**src/rtl/err_stat_pkg.sv**
```systemverilog
package err_stat_pkg;
   localparam int NUM_ERR  = 4;
   localparam int KIND_W   = 3;
   localparam int SIZE_W   = 2;
   localparam int IDX_KIND = 0;
   localparam int IDX_SIZE = 1;
   localparam int IDX_DOT  = 2;
   localparam int IDX_SYS  = 3;

   typedef enum logic [KIND_W-1:0] {
      K_NULL    = 3'd0,
      K_READ    = 3'd1,
      K_WRITE   = 3'd2,
      K_EXCL    = 3'd3,
      K_SNOOP   = 3'd4,
      K_PEEK_WR = 3'd5,
      K_DEBUG   = 3'd6,
      K_PEEK_RD = 3'd7
   } req_kind_e;

   typedef enum logic [SIZE_W-1:0] {
      S_ONE  = 2'd0,
      S_16B  = 2'd1,
      S_32B  = 2'd2,
      S_RSV  = 2'd3
   } req_size_e;

   function automatic logic kind_rejected(input logic [KIND_W-1:0] k);
      case (req_kind_e'(k))
         K_NULL, K_EXCL, K_SNOOP, K_PEEK_WR, K_DEBUG: return 1'b1;
         default:                                    return 1'b0;
      endcase
   endfunction

   function automatic logic size_oversized(input logic [SIZE_W-1:0] s);
      return (req_size_e'(s) == S_16B) || (req_size_e'(s) == S_32B);
   endfunction
endpackage

```
**src/rtl/err_event_decode.sv**
```systemverilog
module err_event_decode
   import err_stat_pkg::*;
(
   input  logic               clk,
   input  logic               rst_n,
   input  logic               sys_lock_i,
   input  logic               dot_lock_i,
   input  logic               por_i,
   input  logic               req_valid_i,
   input  logic [KIND_W-1:0]  req_kind_i,
   input  logic [SIZE_W-1:0]  req_size_i,
   input  logic               req_resp_i,
   input  logic [NUM_ERR-1:0] mask_i,
   output logic [NUM_ERR-1:0] set_o,
   output logic               exc_o
);
   logic is_data_req;
   logic exc_d;
   logic exc_q;

   always_comb begin
      is_data_req = (req_kind_e'(req_kind_i) == K_READ) ||
                    (req_kind_e'(req_kind_i) == K_WRITE);
      set_o           = '0;
      set_o[IDX_SYS]  = sys_lock_i & ~por_i;
      set_o[IDX_DOT]  = dot_lock_i & ~por_i;
      set_o[IDX_SIZE] = req_valid_i & is_data_req & size_oversized(req_size_i);
      set_o[IDX_KIND] = req_valid_i & kind_rejected(req_kind_i);
      exc_d = req_valid_i & req_resp_i &
              ((set_o[IDX_SIZE] & ~mask_i[IDX_SIZE]) |
               (set_o[IDX_KIND] & ~mask_i[IDX_KIND]));
   end

   always_ff @(posedge clk or negedge rst_n) begin
      if (!rst_n) exc_q <= 1'b0;
      else        exc_q <= exc_d;
   end

   assign exc_o = exc_q;


   exc_on_resp_chk: assert property (@(posedge clk) disable iff (!rst_n)
      (req_valid_i && req_resp_i && set_o[IDX_KIND] && !mask_i[IDX_KIND]) |=> exc_o);


   exc_needs_req_chk: assert property (@(posedge clk) disable iff (!rst_n)
      (!req_valid_i || !req_resp_i) |=> !exc_o);
endmodule

```
**src/rtl/err_flag_bank.sv**
```systemverilog
module err_flag_bank #(
   parameter int NUM = 4
) (
   input  logic           clk,
   input  logic           rst_n,
   input  logic [NUM-1:0] set_i,
   input  logic [NUM-1:0] clr_i,
   input  logic           mask_we_i,
   input  logic [NUM-1:0] mask_wd_i,
   output logic [NUM-1:0] flag_q_o,
   output logic [NUM-1:0] mask_q_o,
   output logic [NUM-1:0] flag_d_o,
   output logic [NUM-1:0] mask_d_o
);
   if (NUM < 1) begin : g_bad_num
      $error("err_flag_bank: NUM must be at least 1");
   end

   for (genvar i = 0; i < NUM; i++) begin : g_flag
      logic f_q;
      logic f_d;
      logic m_q;
      logic m_d;

      always_comb begin
         f_d = set_i[i] | (f_q & ~clr_i[i]);
         m_d = mask_we_i ? mask_wd_i[i] : m_q;
      end

      always_ff @(posedge clk or negedge rst_n) begin
         if (!rst_n) begin
            f_q <= 1'b0;
            m_q <= 1'b0;
         end else begin
            f_q <= f_d;
            m_q <= m_d;
         end
      end

      assign flag_q_o[i] = f_q;
      assign mask_q_o[i] = m_q;
      assign flag_d_o[i] = f_d;
      assign mask_d_o[i] = m_d;


      set_beats_clear_chk: assert property (@(posedge clk) disable iff (!rst_n)
         set_i[i] |=> flag_q_o[i]);


      w1c_clears_chk: assert property (@(posedge clk) disable iff (!rst_n)
         (clr_i[i] && !set_i[i]) |=> !flag_q_o[i]);


      flag_sticky_chk: assert property (@(posedge clk) disable iff (!rst_n)
         (!clr_i[i] && !set_i[i]) |=> $stable(flag_q_o[i]));
   end
endmodule

```
**src/rtl/err_status_reg.sv**
```systemverilog
module err_status_reg
   import err_stat_pkg::*;
#(
   parameter int DATA_W    = 64,
   parameter int FLAG_LSB  = 32,
   parameter int MASK_LSB  = 0,
   parameter bit REG_ASYNC = 1'b1
) (
   input  logic              clk,
   input  logic              rst_n,
   input  logic              reg_sel,
   input  logic              reg_wr,
   input  logic [DATA_W-1:0] reg_wdata,
   output logic [DATA_W-1:0] reg_rdata,
   input  logic              sys_lock_i,
   input  logic              dot_lock_i,
   input  logic              por_i,
   input  logic              req_valid_i,
   input  logic [KIND_W-1:0] req_kind_i,
   input  logic [SIZE_W-1:0] req_size_i,
   input  logic              req_resp_i,
   output logic              async_err_o,
   output logic              resp_exc_o
);
   localparam int FLAG_MSB = FLAG_LSB + NUM_ERR - 1;
   localparam int MASK_MSB = MASK_LSB + NUM_ERR - 1;
   localparam logic [DATA_W-1:0] LIVE_BITS =
      ({{(DATA_W-NUM_ERR){1'b0}}, {NUM_ERR{1'b1}}} << FLAG_LSB) |
      ({{(DATA_W-NUM_ERR){1'b0}}, {NUM_ERR{1'b1}}} << MASK_LSB);

   if (FLAG_MSB >= DATA_W || MASK_MSB >= DATA_W) begin : g_bad_width
      $error("err_status_reg: fields exceed DATA_W");
   end
   if (!(MASK_MSB < FLAG_LSB || FLAG_MSB < MASK_LSB)) begin : g_bad_overlap
      $error("err_status_reg: flag and mask fields overlap");
   end

   logic               wr_en;
   logic [NUM_ERR-1:0] set_ev;
   logic [NUM_ERR-1:0] clr_ev;
   logic [NUM_ERR-1:0] flag_q;
   logic [NUM_ERR-1:0] mask_q;
   logic [NUM_ERR-1:0] flag_d;
   logic [NUM_ERR-1:0] mask_d;
   logic               unused_wdata;

   assign wr_en        = reg_sel & reg_wr;
   assign clr_ev       = wr_en ? reg_wdata[FLAG_LSB +: NUM_ERR] : '0;
   assign unused_wdata = ^reg_wdata;

   err_event_decode u_decode (
      .clk         (clk),
      .rst_n       (rst_n),
      .sys_lock_i  (sys_lock_i),
      .dot_lock_i  (dot_lock_i),
      .por_i       (por_i),
      .req_valid_i (req_valid_i),
      .req_kind_i  (req_kind_i),
      .req_size_i  (req_size_i),
      .req_resp_i  (req_resp_i),
      .mask_i      (mask_q),
      .set_o       (set_ev),
      .exc_o       (resp_exc_o)
   );

   err_flag_bank #(.NUM(NUM_ERR)) u_bank (
      .clk       (clk),
      .rst_n     (rst_n),
      .set_i     (set_ev),
      .clr_i     (clr_ev),
      .mask_we_i (wr_en),
      .mask_wd_i (reg_wdata[MASK_LSB +: NUM_ERR]),
      .flag_q_o  (flag_q),
      .mask_q_o  (mask_q),
      .flag_d_o  (flag_d),
      .mask_d_o  (mask_d)
   );

   if (REG_ASYNC) begin : g_err_reg
      logic err_q;
      always_ff @(posedge clk or negedge rst_n) begin
         if (!rst_n) err_q <= 1'b0;
         else        err_q <= |(flag_d & ~mask_d);
      end
      assign async_err_o = err_q;
   end else begin : g_err_comb
      logic unused_next;
      assign unused_next = ^{flag_d, mask_d};
      assign async_err_o = |(flag_q & ~mask_q);
   end

   always_comb begin
      reg_rdata = '0;
      if (reg_sel) begin
         reg_rdata[FLAG_LSB +: NUM_ERR] = flag_q;
         reg_rdata[MASK_LSB +: NUM_ERR] = mask_q;
      end
   end


   reserved_zero_chk: assert property (@(posedge clk) disable iff (!rst_n)
      (reg_rdata & ~LIVE_BITS) == '0);


   pll_sets_flag_chk: assert property (@(posedge clk) disable iff (!rst_n)
      (sys_lock_i && !por_i) |=> flag_q[IDX_SYS]);


   async_matches_chk: assert property (@(posedge clk) disable iff (!rst_n)
      async_err_o == |(flag_q & ~mask_q));


   mask_latches_chk: assert property (@(posedge clk) disable iff (!rst_n)
      (set_ev[IDX_SIZE] && mask_d[IDX_SIZE]) |=> (flag_q[IDX_SIZE] && mask_q[IDX_SIZE]));
endmodule

```
**config.mk**
```make
export PLATFORM = sky130hd
export DESIGN_NAME = err_status_reg
export DESIGN_NICKNAME = d
export VERILOG_FILES = /design/src/rtl/err_stat_pkg.sv /design/src/rtl/err_event_decode.sv /design/src/rtl/err_flag_bank.sv /design/src/rtl/err_status_reg.sv
export SDC_FILE = /design/constraint.sdc
export NUM_CORES = 1
export LEC_CHECK = 0
export ABC_AREA = 1
export ABC_CLOCK_PERIOD_IN_PS = 2000
export BUFFER_PORTS_ARGS = -buffer_cell sky130_fd_sc_hd__buf_2
export CORE_UTILIZATION = 25
export DETAILED_ROUTE_END_ITERATION = 7
export PLACE_DENSITY = 0.73
export RECOVER_POWER = 100
export SLEW_MARGIN = 20
export SYNTH_ARGS = -nofsm -noshare
export SYNTH_HDL_FRONTEND = slang
export SYNTH_HIERARCHICAL = 1
export SYNTH_SLANG_ARGS = --single-unit
```
**constraint.sdc**
```tcl
create_clock -name clk -period 2 [get_ports clk]
set_input_delay 0.2 -clock clk [delete_from_list [all_inputs] [get_ports clk]]
set_output_delay 0.2 -clock clk [all_outputs]
set_load 0.02 [all_outputs]
```
==> run metrics, run 1 <==
run status=finished with violations; failing checks=design-rule violations; setup TNS=0 ns; Clock Sinks=10; post-CTS setup buffer count=0; Clock Skews=0.00218 ns; register bit count reported by yosys=10; Chip Height=71.0 um; Root Driver=clkbuf_8; Tmin final=1.20 ns; gr usage total=6.65%; relative slew slack=63.7%; worst-path maximum fanout=9; hpwl dp=1520 um; Seq/Total Area, Yosys=21.0%; Layout Cells excl Fill=249; CTS H-Tree Depth=1; DR vias=785; worst skew pair latency=0.23 ns; Critical Path Start Type=primary input; die width=71.0 um; # DRC=9; placed cell count=244; post-synthesis cell type count=15; Starting Density=26.6%; Overflow after GRT=0; Core Region=4470 um2; die area=5040 um2; synthesized area=1190 um2; gpl congestion=0.721; Syn Inst Count=179; Nets=276; post-DR vias/cell=3.15; 1st-iter DRT viols=32; Req. time, crit path=2.17 ns; initial antenna violation count=0; Least-Margin Pin Slew=0.545 ns; Wirelength per Cell=6.88 um; PwrDens=661 nW/um2; n_diodes=0; Leak=0.753 nW; pin count of the biggest net entering global routing=11; final antenna-violating net count=0; Fin. Hold Viols=0; layout cells sized above 1=12.7%; vias in the first global route=613; Hold Path Class=primary input to register; syn_area_per_cell=6.65 um2; Top Ports=144; clk buf depth=2; highest ir drop seen on vdd=0.223 mV; final setup vio count=0; first-pass GRT wire length=2510 um; drt first pass iters=6; CTS tree=built; Worst setup EP type=register; Area Growth Syn to Fin=-7.25%; CP arrival=1.37 ns; fin crit share=60.1%; Max Slew Vio Count=0; IO buf count=31; RSZ-0062 raised after global routing=false; Synthesis Warnings=6; Crit Path Class=primary input to register; floorplan row count=24; Routed WL=1710 um; Max Cap Viol=0; CTS buffer count=3; Clk pin slew, worst setup/hold paths=0.04 ns; fmax=832 MHz
==> Yosys cell counts, drive strengths merged <==
master | n | area share [%]
nand3 | 3 | 1.7
nor3 | 1 | 0.42
nand3b | 1 | 0.63
nor2 | 11 | 3.7
nand2 | 42 | 14
buf | 73 | 46
conb | 1 | 0.31
dfrtp | 10 | 21
a21oi | 1 | 0.74
inv | 36 | 11
==> critical path, cell delays in order <==
cell and delay [ns]:
clkbuf_1 0.32, nand2_1 0.21, inv_1 0.18, inv_1 0.10
nand2_1 0.07, nand2_1 0.06, inv_1 0.06, nand2_1 0.04
nand2_1 0.06, inv_1 0.03, nand2_1 0.05
==> flip-flops by register name, summed over array words and instances (netlist names) <==
register,count
u_bank/g_flag.f_q,4
u_bank/g_flag.m_q,4
async_err_o,1
u_decode/exc_o,1
==> placed cells by master (no fill, tap or decap) <==
master / synthesis / final
conb_1: 1 / 56
clkbuf_1: 0 / 12
nor2_1: 10 / 10
nor2_2: 1 / 1
dlygate4sd3_1: 0 / 1
nand3_1: 2 / 2
nand3_2: 1 / 1
inv_1: 35 / 36
nor3_1: 1 / 1
nand3b_1: 1 / 1
dfrtp_1: 10 / 10
buf_2: 0 / 19
clkbuf_8: 0 / 4
a21oi_1: 0 / 1
nand2_1: 41 / 42
==> cells by family after synthesis <==
| logic type | synth area share (%) |
|---|---|
| AND/OR/NAND/NOR | 20.3 |
| flip-flops | 21.0 |
| buffers and inverters | 57.7 |
| other | 0.315 |
| AO/OA/AOI/OAI | 0.735 |
==> area by class of cell <==
class	count	area (um2)
flip-flops and latches	10	250
repair buffers	32	150
clock buffers	4	55.1
multi-input cells	115	449
fillers	513	3370
inverters	36	135
well taps	52	65.1
==> worst paths after layout <==
check                                                from                              to  slack (ns)  cells past startpoint
min reg2reg                u_bank/g_flag[1].f_q$_DFF_PN0_  u_bank/g_flag[1].f_q$_DFF_PN0_        0.49                      2
max reg2reg                u_bank/g_flag[1].m_q$_DFF_PN0_           async_err_o$_DFF_PN0_        1.15                      7
max in group asynchronous                           rst_n  u_bank/g_flag[2].f_q$_DFF_PN0_        1.18                      2
max                                               reg_sel           async_err_o$_DFF_PN0_        0.80                     11
min in group asynchronous                           rst_n  u_bank/g_flag[3].m_q$_DFF_PN0_        0.46                      2
min                                            req_resp_i        u_decode/exc_o$_DFF_PN0_        0.18                      3
==> where the power goes <==
part	switching (W)	internal, W
registers	0.0000131	0.000228
logic	0.000189	0.0000535
clock network	0.0000738	0.000173
==> metrics by stage <==
stage | area (um2) | hold WS (ns) | power (W) | worst slack [ns] | util [%]
after floorplan | 1400 | -0.0956 | 0.000575 | 0.981 | -
after global placement | 1070 | 0.0644 | 0.000491 | 0.869 | 23.8
after detailed placement | 1070 | 0.0706 | 0.000494 | 0.858 | 23.8
after CTS | 1130 | 0.183 | 0.000744 | 0.899 | 25.3
after global routing | 1100 | 0.200 | 0.000778 | 0.573 | 24.7
final | 1100 | 0.179 | 0.000730 | 0.798 | 24.7
==> per-layer routing <==
metal	wire [um]	global-route usage [%]	share of wire, %	up-vias
li1	-	-	-	416
met1	747	7.83	44	309
met2	663	9.94	39	60
met3	303	5.13	18	0
met4	0	0.667	0	0
met5	0	0	0	-
==> repair_timing <==
action | in CTS | in global routing
gates resized for setup | 0 | 0
endpoints found under the hold margin | 10 | 0
hold buffers | 1 | 0
No activity file was read; power rests on OpenSTA's default activity.
==> inputs of run 2 (changes only) <==
ABC_CLOCK_PERIOD_IN_PS = 1100   (was 2000)
PLACE_DENSITY = 0.76   (was 0.73)
clock period = 1.1 ns   (was 2 ns; I/O delays follow)
==> run metrics, run 2 (synthesis results as in run 1) <==
run status=finished with violations; failing checks=design-rule violations; R2R Path Start=u_bank/g_flag[0].m_q$_DFF_PN0_; Worst setup EP type=output port; Reg area=250 um2; worst skew pair latency=0.23 ns; pin count of the biggest net entering global routing=11; Clock Skews=0.00323 ns; Final Core Density=25.3%; setup TNS=0 ns; Tmin final=0.991 ns; Overflow after GRT=0; Area Growth Syn to Fin=-4.83%; Top Ports=144; Final WS setup=0.109 ns; Least-Margin Pin Slew=0.551 ns; CTS H-Tree Depth=1; fin crit share=90.1%; n_diodes=0; commonest non-fill, non-tap cells in the layout=56 x conb_1, 41 x nand2_1, 35 x inv_1; Req. time, crit path=0.99 ns; Starting Density=26.6%; fmax=1010 MHz; CTS tree=built; Wirelength per Cell=6.92 um; first-pass GRT wire length=2710 um; gpl congestion=0.687; reg-to-reg slack, setup=0.28 ns; Clk pin slew, worst setup/hold paths=0.04 ns; layout cells sized above 1=18.7%; drt first pass iters=8; final setup vio count=0; Combinational Power Share=34.2%; Fin. Hold Viols=0; Hold Path Class=primary input to register; initial antenna violation count=0; Crit Path Class=register to output port; slowest cell delay on critical path=0.33 ns; relative slew slack=63.2%; CP max-delay cell=dfrtp_1; net switching fraction of the power=37.7%; CP arrival=0.88 ns; Routed WL=1730 um; Core Region=4470 um2; Worst Setup EP=reg_rdata[33]; Leak=0.788 nW; hpwl dp=1510 um; Sw Pwr=0.000505 W; CP Cell Sequence=nand2_1 -> inv_1 -> clkbuf_1; Seq pwr share=32.5%; # DRC=9; die width=71.0 um; RSZ-0062 raised after global routing=false; Max Cap Viol=0; Top delay family on crit path=flip-flops; Buf/Inv on CP=2; worst-path maximum fanout=2; Clock Power Share=33.3%; final antenna-violating net count=0; cell depth of the worst setup path=3; Chip Height=71.0 um; Root Driver=clkbuf_8; CTS buffer count=3; Filler cells=508; final hold slack=0.0972 ns; Regs by FF count=u_bank/g_flag.f_q: 4 flops, u_bank/g_flag.m_q: 4 flops; 1st-iter DRT viols=36; floorplan row count=24; Nets=277; internal power=0.000836 W; highest ir drop seen on vdd=0.419 mV; Critical Path Start Type=register; gr usage total=7.11%; Clock Sinks=10; total power=0.00134 W; commonest non-fill, non-tap cell in the layout=conb_1; DR vias=776; cells on worst reg2reg path=7; Max Slew Vio Count=0; IO buf count=31; post-DR vias/cell=3.10; DP Worst Slack=0.125 ns; post-CTS setup buffer count=0; die area=5040 um2; multi-input logic area=460 um2; worst hold stages=3; clk buf depth=2; CP startpoint=u_bank/g_flag[1].f_q$_DFF_PN0_; vias in the first global route=659; R2R Path End=async_err_o$_DFF_PN0_; PwrDens=1180 nW/um2
## run 2: cell types whose count changed in the layout (fill, tap and decap cells not counted), sizes merged
cell    delta
clkbuf     -1
buf        +2
## run 2: through the flow
stage	cell area, um2	instances
2_1_floorplan	1400	234
3_3_place_gp	1070	245
3_5_place_dp	1070	245
4_1_cts	1140	250
5_1_grt	1130	250
6_report	1130	250
## run 2: worst register-to-register path, cell delays in order (launching register included)
cell,delay [ns]
dfrtp_1,0.36
nand2_1,0.06
nand2_1,0.07
inv_1,0.04
nand2_1,0.05
nand2_1,0.05
inv_1,0.04
nand2_1,0.04
## run 2: cell type report
cell class,instances,area share [%]
repair buffers,33,14.8
flip-flops and latches,10,22.1
clock buffers,4,4.86
well taps,52,5.74
multi-input cells,115,40.6
inverters,36,11.9
## run 2: power groups by stage
stage / Combinational (W) / Clock, W / Sequential [W]
2_1_floorplan: 0.000599 / 0 / 0.000446
5_1_grt: 0.000511 / 0.000488 / 0.000443
3_5_place_dp: 0.000459 / 0 / 0.000441
4_1_cts: 0.000463 / 0.000460 / 0.000436
6_report: 0.000459 / 0.000446 / 0.000436
3_3_place_gp: 0.000453 / 0 / 0.000443
## run 2: worst min-delay path by stage
stage | startpoint | endpoint
3_5_place_dp | rst_n | u_bank/g_flag[3].m_q$_DFF_PN0_
2_1_floorplan | rst_n | async_err_o$_DFF_PN0_
5_1_grt | req_resp_i | u_decode/exc_o$_DFF_PN0_
6_report | req_resp_i | u_decode/exc_o$_DFF_PN0_
3_3_place_gp | rst_n | u_bank/g_flag[3].m_q$_DFF_PN0_
4_1_cts | req_resp_i | u_decode/exc_o$_DFF_PN0_
## run 2: metal layers
layer	share of wire [%]	track usage (%)	up-vias	wire, um
met3	16	5.56	2	281
li1	-	-	416	-
met5	0	0	-	0
met4	0.81	2.44	0	14
met2	39	10.1	59	679
met1	44	8.04	299	755
## run 2: repair_timing
| action | 4_1_cts | 5_1_grt |
|---|---|---|
| hold buffers | 1 | 0 |
| hold endpoints to repair | 10 | 0 |
| resized for setup | 0 | 0 |
